### config.mk
export PLATFORM = sky130hd
export DESIGN_NAME = pgate_seq
export DESIGN_NICKNAME = d
export VERILOG_FILES = /design/src/rtl/pgate_pkg.sv /design/src/rtl/pgate_dly_cnt.sv /design/src/rtl/pgate_fsm.sv /design/src/rtl/pgate_regs.sv /design/src/rtl/pgate_seq.sv
export SDC_FILE = /design/constraint.sdc
export NUM_CORES = 1
export LEC_CHECK = 0
export ABC_AREA = 1
export BUFFER_PORTS_ARGS = -buffer_cell sky130_fd_sc_hd__buf_2
export CAP_MARGIN = 20
export CORE_ASPECT_RATIO = 1.4
export CORE_MARGIN = 2
export CORE_UTILIZATION = 30
export CTS_CLUSTER_SIZE = 20
export DETAILED_ROUTE_END_ITERATION = 12
export SLEW_MARGIN = 5
export SYNTH_ARGS = -nofsm -noshare
export SYNTH_HDL_FRONTEND = slang
export SYNTH_SLANG_ARGS = --single-unit
export TNS_END_PERCENT = 20
### constraint.sdc
create_clock -name clk_i -period 1.94 [get_ports clk_i]
set_clock_uncertainty 0.15 [all_clocks]
set_input_delay 0.194 -clock clk_i [delete_from_list [all_inputs] [get_ports clk_i]]
set_output_delay 0.194 -clock clk_i [all_outputs]
set_load 0.01 [all_outputs]
### src/rtl/pgate_pkg.sv
package pgate_pkg;
  localparam int DLY_W      = 6;
  localparam int HI_SHIFT   = 8;
  localparam int PD_BIT     = 0;
  localparam int PU_BIT     = 1;
  localparam int BUSY_BIT   = 31;
  localparam int OFF_CTRL   = 'h000;
  localparam int DOM_BASE0  = 'h260;
  localparam int DOM_STRIDE = 'h040;
  localparam int OFF_GATE   = 'h0;
  localparam int OFF_PU     = 'h4;
  localparam int OFF_PD     = 'h8;

  typedef enum logic [2:0] {
    ST_IDLE, ST_PD_ISO, ST_PD_SW, ST_PU_SW, ST_PU_ISO
  } seq_state_e;

  typedef struct packed {
    logic             gate_en;
    logic [DLY_W-1:0] pu_sw;
    logic [DLY_W-1:0] pu_s2i;
    logic [DLY_W-1:0] pd_iso;
    logic [DLY_W-1:0] pd_i2s;
  } dom_cfg_t;
endpackage

### src/rtl/pgate_dly_cnt.sv
module pgate_dly_cnt #(
  parameter int W = 6
) (
  input  logic         clk_i,
  input  logic         rst_ni,
  input  logic         load_i,
  input  logic [W-1:0] val_i,
  output logic         done_o
);
  logic [W-1:0] cnt_q;

  // a step lasts max(val,1) cycles
  always_ff @(posedge clk_i or negedge rst_ni) begin
    if (!rst_ni)                cnt_q <= '0;
    else if (load_i)            cnt_q <= (val_i == '0) ? '0 : val_i - W'(1);
    else if (cnt_q != '0)       cnt_q <= cnt_q - W'(1);
  end

  assign done_o = (cnt_q == '0);

  assert_zero_one_cycle_R5: assert property (@(posedge clk_i) disable iff (!rst_ni)
    (load_i && val_i == '0) |=> done_o);
endmodule

### src/rtl/pgate_fsm.sv
module pgate_fsm import pgate_pkg::*; (
  input  logic             clk_i,
  input  logic             rst_ni,
  input  logic             pd_pend_i,
  input  logic             pu_pend_i,
  input  dom_cfg_t         cfg_i,
  input  logic             cnt_done_i,
  output logic             cnt_load_o,
  output logic [DLY_W-1:0] cnt_val_o,
  output logic             clr_pd_o,
  output logic             clr_pu_o,
  output logic             active_o,
  output logic             iso_o,
  output logic             pwr_off_o
);
  seq_state_e state_q, state_d;
  logic iso_q, off_q;

  always_comb begin
    state_d    = state_q;
    cnt_load_o = 1'b0;
    cnt_val_o  = '0;
    clr_pd_o   = 1'b0;
    clr_pu_o   = 1'b0;
    unique case (state_q)
      ST_IDLE: begin
        if (pu_pend_i) begin
          state_d    = ST_PU_SW;
          cnt_load_o = 1'b1;
          cnt_val_o  = cfg_i.pu_sw;
          clr_pd_o   = pd_pend_i;  // power-up wins, loser dropped
        end else if (pd_pend_i) begin
          if (cfg_i.gate_en) begin
            state_d    = ST_PD_ISO;
            cnt_load_o = 1'b1;
            cnt_val_o  = cfg_i.pd_iso;
          end else begin
            clr_pd_o = 1'b1;
          end
        end
      end
      ST_PD_ISO: if (cnt_done_i) begin
        state_d    = ST_PD_SW;
        cnt_load_o = 1'b1;
        cnt_val_o  = cfg_i.pd_i2s;
      end
      ST_PD_SW: if (cnt_done_i) begin
        state_d  = ST_IDLE;
        clr_pd_o = 1'b1;
      end
      ST_PU_SW: if (cnt_done_i) begin
        state_d    = ST_PU_ISO;
        cnt_load_o = 1'b1;
        cnt_val_o  = cfg_i.pu_s2i;
      end
      ST_PU_ISO: if (cnt_done_i) begin
        state_d  = ST_IDLE;
        clr_pu_o = 1'b1;
      end
      default: state_d = ST_IDLE;
    endcase
  end

  always_ff @(posedge clk_i or negedge rst_ni) begin
    if (!rst_ni) begin
      state_q <= ST_IDLE;
      iso_q   <= 1'b0;
      off_q   <= 1'b0;
    end else begin
      state_q <= state_d;
      if (state_q == ST_IDLE && state_d == ST_PD_ISO)      iso_q <= 1'b1;
      else if (state_q == ST_PU_ISO && cnt_done_i)         iso_q <= 1'b0;
      if (state_q == ST_PD_ISO && cnt_done_i)              off_q <= 1'b1;
      else if (state_q == ST_IDLE && state_d == ST_PU_SW)  off_q <= 1'b0;
    end
  end

  assign active_o  = (state_q != ST_IDLE);
  assign iso_o     = iso_q;
  assign pwr_off_o = off_q;

  assert_iso_covers_off_R10: assert property (@(posedge clk_i) disable iff (!rst_ni)
    off_q |-> iso_q);
  assert_off_after_iso_R3: assert property (@(posedge clk_i) disable iff (!rst_ni)
    $rose(off_q) |-> $past(iso_q));
  assert_iso_release_after_on_R4: assert property (@(posedge clk_i) disable iff (!rst_ni)
    $fell(iso_q) |-> !$past(off_q));
  assert_gate_blocks_pd_R6: assert property (@(posedge clk_i) disable iff (!rst_ni)
    (state_q == ST_IDLE && pd_pend_i && !pu_pend_i && !cfg_i.gate_en)
      |=> (state_q == ST_IDLE && $stable(iso_q) && $stable(off_q)));
  assert_pu_wins_R7: assert property (@(posedge clk_i) disable iff (!rst_ni)
    (state_q == ST_IDLE && pd_pend_i && pu_pend_i) |=> (state_q == ST_PU_SW));
endmodule

### src/rtl/pgate_regs.sv
module pgate_regs import pgate_pkg::*; #(
  parameter int N_DOM  = 2,
  parameter int ADDR_W = 12,
  parameter int DATA_W = 32
) (
  input  logic              clk_i,
  input  logic              rst_ni,
  input  logic              bus_valid_i,
  input  logic              bus_write_i,
  input  logic [ADDR_W-1:0] bus_addr_i,
  input  logic [DATA_W-1:0] bus_wdata_i,
  output logic [DATA_W-1:0] bus_rdata_o,
  input  logic              active_i,
  input  logic              clr_pd_i,
  input  logic              clr_pu_i,
  output logic              pd_pend_o,
  output logic              pu_pend_o,
  output logic              busy_o,
  output dom_cfg_t          cfg_o [N_DOM]
);
  localparam logic [ADDR_W-1:0] A_CTRL = ADDR_W'(OFF_CTRL);

  logic wr;
  logic pd_q, pu_q;
  logic [DATA_W-1:0] dom_rd [N_DOM];
  logic [N_DOM-1:0]  dom_hit;
  logic unused_wdata;

  assign wr = bus_valid_i & bus_write_i;
  assign unused_wdata = ^{bus_wdata_i[DATA_W-1:HI_SHIFT+DLY_W], bus_wdata_i[HI_SHIFT-1:DLY_W]};

  // write-one-to-set; a new set beats a same-cycle clear
  always_ff @(posedge clk_i or negedge rst_ni) begin
    if (!rst_ni) begin
      pd_q <= 1'b0;
      pu_q <= 1'b0;
    end else begin
      if (wr && bus_addr_i == A_CTRL && bus_wdata_i[PD_BIT]) pd_q <= 1'b1;
      else if (clr_pd_i)                                     pd_q <= 1'b0;
      if (wr && bus_addr_i == A_CTRL && bus_wdata_i[PU_BIT]) pu_q <= 1'b1;
      else if (clr_pu_i)                                     pu_q <= 1'b0;
    end
  end

  assign pd_pend_o = pd_q;
  assign pu_pend_o = pu_q;
  assign busy_o    = active_i | pd_q | pu_q;

  for (genvar d = 0; d < N_DOM; d++) begin : g_dom
    localparam logic [ADDR_W-1:0] A_GATE = ADDR_W'(DOM_BASE0 + d * DOM_STRIDE + OFF_GATE);
    localparam logic [ADDR_W-1:0] A_PU   = ADDR_W'(DOM_BASE0 + d * DOM_STRIDE + OFF_PU);
    localparam logic [ADDR_W-1:0] A_PD   = ADDR_W'(DOM_BASE0 + d * DOM_STRIDE + OFF_PD);

    logic             gate_q;
    logic [DLY_W-1:0] pu_lo_q, pu_hi_q, pd_lo_q, pd_hi_q;

    always_ff @(posedge clk_i or negedge rst_ni) begin
      if (!rst_ni) begin
        gate_q  <= 1'b0;
        pu_lo_q <= '0;
        pu_hi_q <= '0;
        pd_lo_q <= '0;
        pd_hi_q <= '0;
      end else if (wr) begin
        if (bus_addr_i == A_GATE) gate_q <= bus_wdata_i[0];
        if (bus_addr_i == A_PU) begin
          pu_lo_q <= bus_wdata_i[DLY_W-1:0];
          pu_hi_q <= bus_wdata_i[HI_SHIFT+DLY_W-1:HI_SHIFT];
        end
        if (bus_addr_i == A_PD) begin
          pd_lo_q <= bus_wdata_i[DLY_W-1:0];
          pd_hi_q <= bus_wdata_i[HI_SHIFT+DLY_W-1:HI_SHIFT];
        end
      end
    end

    assign cfg_o[d] = '{gate_en: gate_q, pu_sw: pu_lo_q, pu_s2i: pu_hi_q,
                        pd_iso: pd_lo_q, pd_i2s: pd_hi_q};

    always_comb begin
      dom_hit[d] = 1'b1;
      dom_rd[d]  = '0;
      if (bus_addr_i == A_GATE)    dom_rd[d][0] = gate_q;
      else if (bus_addr_i == A_PU) begin
        dom_rd[d][DLY_W-1:0]                 = pu_lo_q;
        dom_rd[d][HI_SHIFT+DLY_W-1:HI_SHIFT] = pu_hi_q;
      end else if (bus_addr_i == A_PD) begin
        dom_rd[d][DLY_W-1:0]                 = pd_lo_q;
        dom_rd[d][HI_SHIFT+DLY_W-1:HI_SHIFT] = pd_hi_q;
      end else dom_hit[d] = 1'b0;
    end
  end

  always_comb begin
    bus_rdata_o = '0;
    if (bus_addr_i == A_CTRL) begin
      bus_rdata_o[PD_BIT]   = pd_q;
      bus_rdata_o[PU_BIT]   = pu_q;
      bus_rdata_o[BUSY_BIT] = busy_o;
    end
    for (int d = 0; d < N_DOM; d++)
      if (dom_hit[d]) bus_rdata_o = dom_rd[d];
  end

  assert_req_clears_when_done_R9: assert property (@(posedge clk_i) disable iff (!rst_ni)
    (clr_pd_i && !(wr && bus_addr_i == A_CTRL && bus_wdata_i[PD_BIT])) |=> !pd_q);
  assert_busy_while_pending_R9: assert property (@(posedge clk_i) disable iff (!rst_ni)
    (pd_q || pu_q) |-> busy_o);
endmodule

### src/rtl/pgate_seq.sv
module pgate_seq import pgate_pkg::*; #(
  parameter int ADDR_W = 12,
  parameter int DATA_W = 32
) (
  input  logic              clk_i,
  input  logic              rst_ni,
  input  logic              bus_valid_i,
  input  logic              bus_write_i,
  input  logic [ADDR_W-1:0] bus_addr_i,
  input  logic [DATA_W-1:0] bus_wdata_i,
  output logic [DATA_W-1:0] bus_rdata_o,
  output logic              iso_o,
  output logic              pwr_off_o,
  output logic              busy_o,
  output logic              cpu_gate_en_o,
  output logic [DLY_W-1:0]  cpu_pu_sw_dly_o,
  output logic [DLY_W-1:0]  cpu_pu_iso_dly_o,
  output logic [DLY_W-1:0]  cpu_pd_iso_dly_o,
  output logic [DLY_W-1:0]  cpu_pd_sw_dly_o
);
  localparam int N_DOM   = 2;
  localparam int DOM_SW  = 0;
  localparam int DOM_CPU = 1;

  dom_cfg_t         cfg [N_DOM];
  logic             pd_pend, pu_pend, clr_pd, clr_pu, active;
  logic             cnt_load, cnt_done;
  logic [DLY_W-1:0] cnt_val;

  pgate_regs #(.N_DOM(N_DOM), .ADDR_W(ADDR_W), .DATA_W(DATA_W)) u_regs (
    .clk_i, .rst_ni, .bus_valid_i, .bus_write_i, .bus_addr_i, .bus_wdata_i,
    .bus_rdata_o, .active_i(active), .clr_pd_i(clr_pd), .clr_pu_i(clr_pu),
    .pd_pend_o(pd_pend), .pu_pend_o(pu_pend), .busy_o, .cfg_o(cfg)
  );

  pgate_fsm u_fsm (
    .clk_i, .rst_ni, .pd_pend_i(pd_pend), .pu_pend_i(pu_pend),
    .cfg_i(cfg[DOM_SW]), .cnt_done_i(cnt_done), .cnt_load_o(cnt_load),
    .cnt_val_o(cnt_val), .clr_pd_o(clr_pd), .clr_pu_o(clr_pu),
    .active_o(active), .iso_o, .pwr_off_o
  );

  pgate_dly_cnt #(.W(DLY_W)) u_cnt (
    .clk_i, .rst_ni, .load_i(cnt_load), .val_i(cnt_val), .done_o(cnt_done)
  );

  assign cpu_gate_en_o    = cfg[DOM_CPU].gate_en;
  assign cpu_pu_sw_dly_o  = cfg[DOM_CPU].pu_sw;
  assign cpu_pu_iso_dly_o = cfg[DOM_CPU].pu_s2i;
  assign cpu_pd_iso_dly_o = cfg[DOM_CPU].pd_iso;
  assign cpu_pd_sw_dly_o  = cfg[DOM_CPU].pd_i2s;
endmodule

======== Yosys cells after proc, flatten, opt, wreduce, memory -nomap -nowiden ========
Index checks and enable logic that the tools add are counted.
word-level totals
  input bits .............................. 48
  output and inout bits ................... 60
  bits in registers ....................... 63
cells by class
  multiplexer cells ....................... 58
  $add $sub $neg .......................... 2
  bitwise logic cells ..................... 3
  equal/unequal tests ..................... 12
  reductions and logical operators ........ 26
operator list
  kind                  number
  $mux 6                18
  $eq 12x10->1 const B  6
  $mux 32               2
  $mux 1                25
  $mux 3                6
  $pmux 6 s3            1
  $logic_not 12->1      1
  $logic_not 6->1       2
  $pmux 3 s4            1
  $reduce_and 2->1      6
  $sub 6x1->6 const B   2
  $mux 5                2
  $reduce_bool 2->1     5
  $eq 3x2->1 const B    3
  $logic_and 1x1->1     7
  $eq 3x1->1 const B    2
  $reduce_bool 6->1     1
  $pmux 1 s2            2
  $reduce_or 2->1       2
  $eq 3x3->1 const B    1
  $logic_not 3->1       1
  $reduce_bool 3->1     1
  $mux 2                1
  $or 1x1->1            2
  $and 1x1->1           1

======== Longest topological paths before layout ========
Gate-level depths: netlist of the first run.
  depth in word-level cells ............... 8
  mapped depth ............................ 16

======== Cells and area by module ========
From an unflattened synthesis of the first run, not the netlist that was laid out.
unflattened totals
  cells, all modules ...................... 550
  area total of the unflattened synthesis .. 4016.4 um2
modules (own cells, without submodules)
  module         instances  cells an instance  sequential area each (um2)  area an instance (um2)
  pgate_regs     1          364                1301.2                      2919.0
  pgate_fsm      1          105                125.1                       570.5
  pgate_dly_cnt  1          81                 150.1                       526.8

======== Worst setup path before layout of the first run ========
OpenSTA, ideal clock, no wires.
  path kind ............................... register -> register
  start ................................... register u_cnt.cnt_q[0]
  end ..................................... register u_cnt.cnt_q[5]
  cell stages (with the launch flop) ...... 17
  clock period less this slack ............ 2086 ps
  setup time .............................. 77 ps
  slack ................................... -146 ps
  arrival time ............................ 1858 ps
  path through ............................ dfrtp_1 -> inv_1 -> ha_1 -> nand2_1 -> nor2_4 -> buf_6 -> nand3_1 -> nand3_1 -> inv_1 -> ha_1 -> inv_1 -> nor2_1 -> nand3_2 -> nand2_2 -> inv_2 -> nand3_1 -> a21oi_1
between the ends
  longest elaborated chain between the ends .. 6
ends and longest elaborated chain
  item                                            RTL line                          RTL
  from (decl)                                     pgate_dly_cnt.sv:10               logic [W-1:0] cnt_q;
  from (signal assigned)                          pgate_dly_cnt.sv:15               else if (load_i) cnt_q <= (val_i == '0) ? '0 : val_i - W'(1);
  from (signal assigned)                          pgate_dly_cnt.sv:16               else if (cnt_q != '0) cnt_q <= cnt_q - W'(1);
  $logic_not 6->1                                 pgate_dly_cnt.sv:19               assign done_o = (cnt_q == '0);
  $mux 6 (on tied branches)                       pgate_fsm.sv:51, pgate_fsm.sv:42
  $pmux 6 s3                                      pgate_fsm.sv:25                   unique case (state_q)
  $sub 6x1->6 or $logic_not 6->1 (tied branches)  pgate_dly_cnt.sv:15
  $mux 6 (2 in series)                            pgate_dly_cnt.sv:15
Several ways; a longest one is shown, not always the timed one. The select of a mux whose other input is x is not followed.
A chain may end at the register's enable or synchronous reset.

======== Worst setup path after layout of the first run ========
  start ................................... register u_cnt.cnt_q[1]
  end ..................................... register u_cnt.cnt_q[5]
Same word-level chain as after synthesis.

==> flow_metrics.py, run 1 <==
metrics = {
    "critical_path": {
        "crit_path_max_fanout": 5,
        "critPathKind": "reg2reg",
        "start_kind": "flop",
        "arrival_ns": 2.14,
        "critical_path.startpoint": "u_cnt.cnt_q[1]",
        "cp_data_required_time_ns": 2.05,
        "r2r_start": "u_cnt.cnt_q[1]",
        "end_kind": "flop",
        "rr_worst_depth": 16,
        "endpoint": "u_cnt.cnt_q[5]",
        "reg2reg_to": "u_cnt.cnt_q[5]",
        "r2r_slack_ns": -0.1,
    },
    "final_layout": {
        "regArea_sq_um": 1580,
        "num-fill-cells": 1303,
        "nets": 654,
        "multiInputGateArea_sq_um": 1780,
        "diodes": 0,
        "final_area_sq_um": 4880,
        "area_growth_pct": 28.2,
        "drive_gt1_share_pct": 31.4,
    },
    "die": {
        "rows": 48,
        "die_area_sq_um": 13600,
        "die_x_um": 99.2,
        "coreArea_sq_um": 12400,
        "die_h_um": 137,
        "start_util_pct": 30.8,
        "io_pins": 108,
    },
    "yosys": {
        "syn_area_per_cell_sq_um": 7.50,
        "netlist_area_sq_um": 3810,
        "ys_ff_latch": 63,
        "ys.flop_type": "dfrtp_1",
        "yosys.cell_types.count": 34,
        "synthArstFlopShare_pct": 100,
        "yosys_warnings": 0,
        "postSynthCellCount": 508,
        "synth-seq-area-share_pct": 41.4,
        "synth_edf_count": 0,
    },
    "global_route": {
        "grt_max_degree": 32,
        "grt_pass1_vias": 3505,
        "grt_overflow": 0,
        "grt_pass1_wl_um": 16400,
        "antenna_found_initial": 0,
        "globalRouteTotalUtil_pct": 14.9,
    },
    "timing": {
        "rsz0062_at_grt": "yes",
        "slew_headroom_pct": 66.1,
        "slew_violations": 0,
        "finalHoldWorstSlack_ns": 0.0135,
        "hold_viol_final": 0,
        "fmax_mhz": 491,
        "tightest_slew_ns": 0.509,
        "setup_violations": 6,
        "fin_ws_ns": -0.0978,
        "finalCritPeriodShare_pct": 105,
        "finalCriticalPeriod_ns": 2.04,
    },
    "detailed_routing": {
        "drt_iter0_drc": 146,
        "finalWirelength_um": 9830,
        "drt_pass1_iterations": 4,
        "route.detailed.drc": 0,
        "routed_via_density": 4.66,
        "wl_per_cell_um": 13.0,
        "antenna_left": 0,
        "num_vias": 3534,
    },
    "clocking": {
        "clkSinkCount": 63,
        "clock_latency_ns": 0.32,
        "numCtsBuffers": 9,
        "cts_max_level": 3,
        "clockBufferDepth": 2,
        "path_clk_slew_ns": 0.06,
        "cts_root_buf": "clkbuf_16",
        "cts_tree": "built",
    },
    "run_status": {
        "violations": "setup timing",
        "outcome": "complete, but fails checks",
    },
    "power_and_ir_drop": {
        "swShare_pct": 29.4,
        "power_frac_seq_pct": 37.2,
        "power.leakage_nw": 2.52,
        "switching_power_w": 0.00117,
        "ir_worst_vdd_v": 0.000460,
        "power_density_nw_per_um2": 816,
        "internal-power_w": 0.00281,
        "comb_power_share_pct": 22.9,
        "p_clk_share_pct": 39.9,
    },
    "min_path": {
        "min_from": "bus_wdata_i[8]",
        "min_path_type": "in2reg",
    },
    "placed_design": {
        "dpl_cell_area_sq_um": 4440,
        "dp_hpwl_um": 7530,
        "port_buffers": 68,
        "gp_congestion": 0.822,
    },
    "job": {
        "cap_violations": 0,
    },
}
## critical path, stage by stage (launching register included)
cell and delay (ns):
dfrtp_1 0.38, inv_2 0.09, ha_4 0.16, nand2_4 0.06, nor2_4 0.17, buf_6 0.13, nand3_2 0.06, nand3_2 0.09
inv_2 0.05, ha_4 0.15, inv_2 0.05, nor2_2 0.03, nand3_2 0.07, nand2_2 0.07, inv_4 0.08, nand3_2 0.07
a21oi_2 0.11
## flip-flops by register name (all words and copies together), names as in the netlist
name / count
u_regs.g_dom.pd_hi_q: 12
u_regs.g_dom.pd_lo_q: 12
u_regs.g_dom.pu_hi_q: 12
u_regs.g_dom.pu_lo_q: 12
u_cnt.cnt_q: 6
u_fsm.state_q: 3
u_regs.g_dom.gate_q: 2
u_fsm.iso_o: 1
u_fsm.pwr_off_o: 1
u_regs.pd_pend_o: 1
u_regs.pu_pend_o: 1
## layout make-up
class / count / area share (%)
clock inverters: 7 / 1.51
inverters: 60 / 4.67
multi-input cells: 347 / 36.5
repair buffers: 122 / 16.5
flip-flops and latches: 63 / 32.3
well taps: 150 / 3.85
clock buffers: 9 / 4.61
## how the worst min path moves through the flow
stage | to | slack [ns] | cells past startpoint
5_1_grt | u_regs.g_dom[1].pu_hi_q[0] | 0.03 | 3
2_1_floorplan | u_cnt.cnt_q[0] | -0.25 | 0
4_1_cts | u_regs.g_dom[1].pu_hi_q[2] | 0.007 | 3
3_3_place_gp | u_regs.g_dom[1].pu_hi_q[0] | 0.04 | 1
3_5_place_dp | u_regs.g_dom[1].pu_hi_q[0] | 0.04 | 1
6_report | u_regs.g_dom[1].pu_hi_q[0] | 0.01 | 3
## stage by stage
stage | TNS [ns] | setup slack, ns | power [W] | util (%) | instances
after floorplan | -0.403 | -0.0848 | 0.00198 | - | 526
after global placement | -0.526 | -0.109 | 0.00227 | 35.9 | 735
after detailed placement | -0.857 | -0.159 | 0.00229 | 35.9 | 735
after CTS | -0.405 | -0.0887 | 0.00395 | 39.0 | 756
after global routing | -2.05 | -0.237 | 0.00420 | 39.5 | 758
final | -0.473 | -0.0978 | 0.00398 | 39.5 | 758
## metal layers
layer	GRT usage (%)	vias up	part of all wire, %
li1	-	1785	-
met4	5.48	0	2.0
met5	0	-	0
met3	2.44	11	3.3
met1	17.8	1656	42
met2	26.8	82	52
## cell families after synthesis
logic type / count (synthesis) / share of synthesized area (%)
xor+xnor: 1 / 0.230
other cells: 1 / 0.0985
buf+inv: 116 / 16.2
fa+ha+maj: 3 / 0.986
simple gates: 221 / 26.5
flops: 63 / 41.4
compound gates: 103 / 14.6
## placed cells by master, fill, tap and decap left out, drive strengths merged
cell type / instances
o211ai: 2
buf: 119
dlygate4sd3: 3
xor2: 1
o22ai: 1
nand4: 9
a31oi: 2
clkinvlp: 1
o21a: 1
inv: 60
a21o: 1
nor4: 2
clkinv: 5
conb: 19
or2: 1
nor3: 4
bufinv: 1
nor2: 37
a32oi: 3
nand2: 132
o31ai: 3
nand3: 36
clkbuf: 9
a21oi: 17
dfrtp: 63
ha: 3
o311ai: 1
o21ai: 72
## timing repair
| item | 4_1_cts | 5_1_grt |
|---|---|---|
| setup endpoints to repair | 8 | 18 |
| pin swaps | 7 | 8 |
| cloned | 0 | 0 |
| setup buffers | 2 | 2 |
| hold buffers | 3 | 0 |
| endpoints found under the hold margin | 20 | 0 |
| resized for setup | 10 | 13 |
## power groups by stage
| stage | Sequential (W) | Combinational, W | Clock [W] |
|---|---|---|---|
| 4_1_cts | 0.00148 | 0.000855 | 0.00162 |
| 6_report | 0.00148 | 0.000912 | 0.00159 |
| 3_5_place_dp | 0.00150 | 0.000788 | 0 |
| 2_1_floorplan | 0.00150 | 0.000478 | 0 |
| 5_1_grt | 0.00149 | 0.00103 | 0.00167 |
| 3_3_place_gp | 0.00150 | 0.000768 | 0 |
## synthesized netlist by cell type (all sizes together), types with 4 or more instances
master / instances / area (sq um)
a21oi: 17 / 88.8
buf: 50 / 370
clkbuf: 6 / 22.5
dfrtp: 63 / 1580
inv: 60 / 225
nand2: 132 / 503
nand3: 36 / 215
nand4: 9 / 56.3
nor2: 37 / 184
nor3: 4 / 31.3
o21ai: 72 / 360
(Power assumes the default switching activity.)
==> run 2, diff against run 1 <==
- CTS_BUF_LIST: unset -> sky130_fd_sc_hd__clkbuf_8
==> run 2 against run 1 <==
Compared with the run above: the run still ends with setup timing left; die area did not move; sequential share of layout area rose by 0.14 points; routed wire length increased by 0.66%; hold slack hardly changed; fmax is 0.52% higher; final cell count rose by 1.1%; critical path type unchanged; largest power group is now registers.
==> flow_metrics.py, run 2 (synthesis results as in run 1) <==
metrics = {
    "critical_path": {
        "r2r_start": "u_cnt.cnt_q[0]",
        "arrival_ns": 2.16,
        "r2r_slack_ns": -0.09,
        "end_kind": "flop",
        "start_kind": "flop",
        "reg2reg_to": "u_cnt.cnt_q[5]",
        "cp_data_required_time_ns": 2.07,
        "critPathKind": "reg2reg",
        "crit_path_max_fanout": 5,
        "rr_worst_depth": 16,
    },
    "min_path": {
        "min_from": "bus_wdata_i[2]",
        "worstHoldEndpoint": "u_regs.g_dom[0].pd_lo_q[2]",
        "holdPathStages": 3,
        "min_path_type": "in2reg",
    },
    "final_layout": {
        "mostFrequentLayoutCell": "nand2_1",
        "area_growth_pct": 27.6,
        "nets": 662,
        "fin_util_pct": 39.3,
        "drive_gt1_share_pct": 31.0,
        "num-fill-cells": 1299,
        "final_cell_mix": "126 x nand2_1, 68 x buf_2, 63 x dfrtp_1, 62 x o21ai_0, 47 x inv_1",
        "diodes": 0,
    },
    "timing": {
        "tightest_slew_ns": 0.513,
        "hold_viol_final": 0,
        "slew_violations": 0,
        "slew_headroom_pct": 65.8,
        "rsz0062_at_grt": "yes",
        "finalCriticalPeriod_ns": 2.03,
        "fin_ws_ns": -0.0873,
        "finalCritPeriodShare_pct": 105,
        "fmax_mhz": 493,
        "setup_violations": 6,
    },
    "placed_design": {
        "port_buffers": 68,
        "dp_hpwl_um": 7530,
        "gp_congestion": 0.822,
    },
    "clocking": {
        "clockBufferDepth": 2,
        "cts_root_buf": "clkbuf_8",
        "clkSinkCount": 63,
        "cts_tree": "built",
        "numCtsBuffers": 9,
        "path_clk_slew_ns": 0.08,
        "cts_max_level": 3,
        "clock_latency_ns": 0.35,
    },
    "detailed_routing": {
        "antenna_left": 0,
        "finalWirelength_um": 9890,
        "routed_via_density": 4.71,
        "wl_per_cell_um": 12.9,
        "drt_pass1_iterations": 7,
        "num_vias": 3607,
        "route.detailed.drc": 0,
        "drt_iter0_drc": 158,
    },
    "die": {
        "rows": 48,
        "start_util_pct": 30.8,
        "die_h_um": 137,
        "die_area_sq_um": 13600,
        "io_pins": 108,
        "die_x_um": 99.2,
        "coreArea_sq_um": 12400,
    },
    "run_status": {
        "outcome": "complete, but fails checks",
        "violations": "setup timing",
    },
    "power_and_ir_drop": {
        "power.leakage_nw": 2.50,
        "switching_power_w": 0.00113,
        "comb_power_share_pct": 26.2,
        "report.power.total_w": 0.00354,
        "swShare_pct": 31.8,
        "power_density_nw_per_um2": 729,
        "p_clk_share_pct": 32.1,
        "ir_worst_vdd_v": 0.000454,
        "internal-power_w": 0.00242,
        "power_frac_seq_pct": 41.7,
    },
    "global_route": {
        "grt_pass1_vias": 3561,
        "grt_pass1_wl_um": 16500,
        "gr-usage-met1_pct": 17.7,
        "globalRouteTotalUtil_pct": 15.0,
        "grt_use_met3_pct": 1.67,
        "grt-busiest-layer": "met2",
        "grt_overflow": 0,
        "met2_usage_pct": 27.2,
        "grt_max_degree": 32,
        "antenna_found_initial": 0,
    },
    "job": {
        "cap_violations": 0,
    },
}
## run 2: changes by cell type in the layout (fill, tap and decap cells not counted)
cell           delta
dlygate4sd3_1     +8
clkbuf_8          +9
clkbuf_16         -9
## run 2: timing repair
| item | CTS | global route |
|---|---|---|
| pin swaps | 7 | 8 |
| resized for setup | 10 | 13 |
| endpoints found under the setup margin | 8 | 18 |
| setup buffers | 2 | 2 |
| endpoints found under the hold margin | 35 | 0 |
| hold buffers | 11 | 0 |
## run 2: worst max-delay path by stage
stage | depth (start not counted) | startpoint | end
final | 16 | u_cnt.cnt_q[0] | u_cnt.cnt_q[5]
after global routing | 15 | u_cnt.cnt_q[2] | u_cnt.cnt_q[5]
after CTS | 16 | u_cnt.cnt_q[0] | u_cnt.cnt_q[3]
after detailed placement | 16 | u_cnt.cnt_q[1] | u_cnt.cnt_q[5]
after global placement | 16 | u_cnt.cnt_q[1] | u_cnt.cnt_q[3]
after floorplan | 16 | u_cnt.cnt_q[1] | u_cnt.cnt_q[5]
## run 2: critical path: stages, from the launching register on
cell,delay (ns)
dfrtp_1,0.39
inv_2,0.09
ha_4,0.15
nand2_4,0.06
nor2_4,0.17
buf_6,0.13
nand3_2,0.06
nand3_2,0.09
inv_2,0.05
ha_4,0.15
inv_2,0.04
nor2_2,0.03
nand3_2,0.07
nand2_2,0.07
inv_4,0.08
nand3_2,0.07
a21oi_2,0.11
## run 2: layer usage
metal	up-vias	part of all wire [%]
met5	-	0
li1	1796	-
met3	16	3.5
met2	89	52
met1	1706	42
met4	0	2.8
## run 2: area by class of cell
type,instances,area [sq um],share of cell area [%]
multi-input combinational,347,1780,36.7
sequential,63,1580,32.4
timing repair buffer,130,887,18.3
inverter,60,228,4.69
tap,150,188,3.86
clock buffer,9,124,2.55
clock inverter,7,73.8,1.52
## run 2: power by group through the flow
| stage | Combinational [W] | Sequential [W] | Clock (W) |
|---|---|---|---|
| finish | 0.000928 | 0.00148 | 0.00114 |
| detailed placement | 0.000788 | 0.00150 | 0 |
| CTS | 0.000867 | 0.00148 | 0.00117 |
| global route | 0.00104 | 0.00149 | 0.00122 |
| global placement | 0.000768 | 0.00150 | 0 |
| floorplan | 0.000478 | 0.00150 | 0 |
## run 2: through the flow
step | TNS, ns | cell area (sq um) | setup WS [ns] | instances | hold WS, ns
CTS | -0.460 | 4810 | -0.0917 | 764 | 0.00412
detailed placement | -0.857 | 4440 | -0.159 | 735 | 0.0437
finish | -0.429 | 4860 | -0.0873 | 766 | 0.0133
floorplan | -0.403 | 3900 | -0.0848 | 526 | -0.252
global placement | -0.526 | 4440 | -0.109 | 735 | 0.0420
global route | -2.07 | 4860 | -0.242 | 766 | 0.0327
==> run 3, diff against run 2 <==
- HOLD_SLACK_MARGIN: unset -> 0.03
==> run 3 against run 2 <==
Compared with the run above: the run still ends with setup timing left; sequential cell count unchanged; sequential power hardly changed; register-to-register slack hardly changed; count of clock-buffer cells in the layout unchanged; fmax about the same; core utilization increased by 0.16 points; global-route usage barely moved; cell area is 0.41% higher; critical path type unchanged.
==> flow_metrics.py, run 3 (synthesis results as in run 1) <==
metrics = {
    "run_status": {
        "outcome": "complete, but fails checks",
        "violations": "setup timing",
    },
    "placed_design": {
        "dpl_cell_area_sq_um": 4440,
        "port_buffers": 68,
        "gp_congestion": 0.822,
        "dp_hpwl_um": 7530,
        "dpl.cell_count": 735,
        "preCtsSetupSlack_ns": -0.159,
    },
    "timing": {
        "slew_headroom_pct": 66.3,
        "finalCriticalPeriod_ns": 2.03,
        "slew_violations": 0,
        "fmax_mhz": 493,
        "fin_ws_ns": -0.0872,
        "finalCritPeriodShare_pct": 104,
        "tightest_slew_ns": 0.505,
        "setup_violations": 7,
        "rsz0062_at_grt": "yes",
        "hold_viol_final": 0,
    },
    "min_path": {
        "holdPathStages": 5,
        "min_path_type": "in2reg",
    },
    "final_layout": {
        "nets": 664,
        "area_growth_pct": 28.1,
        "stdcell_count": 768,
        "num-fill-cells": 1295,
        "final_cell_mix": "126 x nand2_1, 68 x buf_2, 63 x dfrtp_1, 62 x o21ai_0, 47 x inv_1",
        "drive_gt1_share_pct": 30.9,
        "diodes": 0,
        "final_area_sq_um": 4880,
        "fin_util_pct": 39.4,
        "mostFrequentLayoutCell": "nand2_1",
    },
    "critical_path": {
        "arrival_ns": 2.16,
        "reg2reg_to": "u_cnt.cnt_q[5]",
        "start_kind": "flop",
        "rr_worst_depth": 16,
        "r2r_slack_ns": -0.09,
        "r2r_start": "u_cnt.cnt_q[0]",
        "endpoint": "u_cnt.cnt_q[5]",
        "critPathKind": "reg2reg",
        "critical_path.startpoint": "u_cnt.cnt_q[0]",
        "cp_data_required_time_ns": 2.07,
        "crit_path_max_fanout": 5,
        "end_kind": "flop",
    },
    "detailed_routing": {
        "routed_via_density": 4.67,
        "route.detailed.drc": 0,
        "wl_per_cell_um": 12.9,
        "finalWirelength_um": 9910,
        "drt_pass1_iterations": 6,
        "drt_iter0_drc": 163,
        "antenna_left": 0,
        "num_vias": 3590,
    },
    "power_and_ir_drop": {
        "ir_worst_vdd_v": 0.000456,
        "report.power.total_w": 0.00355,
        "comb_power_share_pct": 26.2,
        "switching_power_w": 0.00113,
        "internal-power_w": 0.00242,
        "p_clk_share_pct": 32.1,
        "power_frac_seq_pct": 41.7,
        "power.leakage_nw": 2.51,
        "power_density_nw_per_um2": 727,
        "swShare_pct": 31.8,
    },
    "die": {
        "start_util_pct": 30.8,
        "die_x_um": 99.2,
        "die_h_um": 137,
        "rows": 48,
        "coreArea_sq_um": 12400,
        "io_pins": 108,
        "die_area_sq_um": 13600,
    },
    "global_route": {
        "grt_max_degree": 32,
        "globalRouteTotalUtil_pct": 15.1,
        "grt_pass1_wl_um": 16500,
        "grt_pass1_vias": 3577,
        "grt_overflow": 0,
        "antenna_found_initial": 0,
    },
    "clocking": {
        "numCtsBuffers": 9,
        "clock_latency_ns": 0.35,
        "clockBufferDepth": 2,
        "clkSinkCount": 63,
        "cts_tree": "built",
        "cts_root_buf": "clkbuf_8",
        "cts_max_level": 3,
        "path_clk_slew_ns": 0.08,
    },
    "job": {
        "cap_violations": 0,
    },
}
## run 3: changes by cell type in the layout (fill, tap and decap cells not counted), sizes merged
cell / delta
dlygate4sd3: +2
## run 3: worst min-delay path by stage
stage	start	end	slack, ns
2_1_floorplan	rst_ni	u_cnt.cnt_q[0]	-0.25
3_3_place_gp	rst_ni	u_regs.g_dom[1].pu_hi_q[0]	0.04
3_5_place_dp	rst_ni	u_regs.g_dom[1].pu_hi_q[0]	0.04
4_1_cts	bus_write_i	u_regs.pd_pend_o	0.14
5_1_grt	bus_write_i	u_regs.pd_pend_o	0.18
6_report	bus_write_i	u_regs.pd_pend_o	0.16
## run 3: layout make-up
cell class,count,area (sq um),share of cell area (%)
clock buffers,9,124,2.54
clock inverters,7,73.8,1.51
inverters,60,228,4.67
multi-input cells,347,1780,36.5
flip-flops and latches,63,1580,32.3
well taps,150,188,3.85
repair buffers,132,907,18.6
## run 3: critical path, stage by stage (launching register included)
cell and delay (ns):
dfrtp_1 0.39, inv_2 0.09, ha_4 0.15, nand2_4 0.06
nor2_4 0.17, buf_6 0.13, nand3_2 0.06, nand3_2 0.09
inv_2 0.05, ha_4 0.15, inv_2 0.04, nor2_2 0.03
nand3_2 0.07, nand2_2 0.07, inv_4 0.08, nand3_2 0.07
a21oi_2 0.11
## run 3: power by group through the flow
stage,sequential (W),combinational (W),clock [W]
2_1_floorplan,0.00150,0.000478,0
3_3_place_gp,0.00150,0.000768,0
3_5_place_dp,0.00150,0.000788,0
4_1_cts,0.00148,0.000870,0.00117
5_1_grt,0.00149,0.00105,0.00122
6_report,0.00148,0.000931,0.00114
## run 3: metrics by stage
stage,setup TNS (ns),hold WS [ns]
floorplan,-0.403,-0.252
global placement,-0.526,0.0420
detailed placement,-0.857,0.0437
CTS,-0.460,0.141
global route,-2.07,0.180
finish,-0.426,0.155
## run 3: what timing repair did
action | CTS | global route
resized for setup | 10 | 13
buffers inserted | 2 | 2
hold endpoints to repair | 60 | 0
endpoints found under the setup margin | 8 | 18
hold buffers | 13 | 0
pin swaps | 7 | 8
## run 3: per-layer routing
metal	share of wire, %	track usage, %	vias to the layer above	wire length, um
met5	0	0	-	0
met1	42	17.7	1692	4180
met3	3.0	1.67	16	295
met4	2.8	7.08	0	273
li1	-	-	1801	-
met2	52	27.4	81	5150
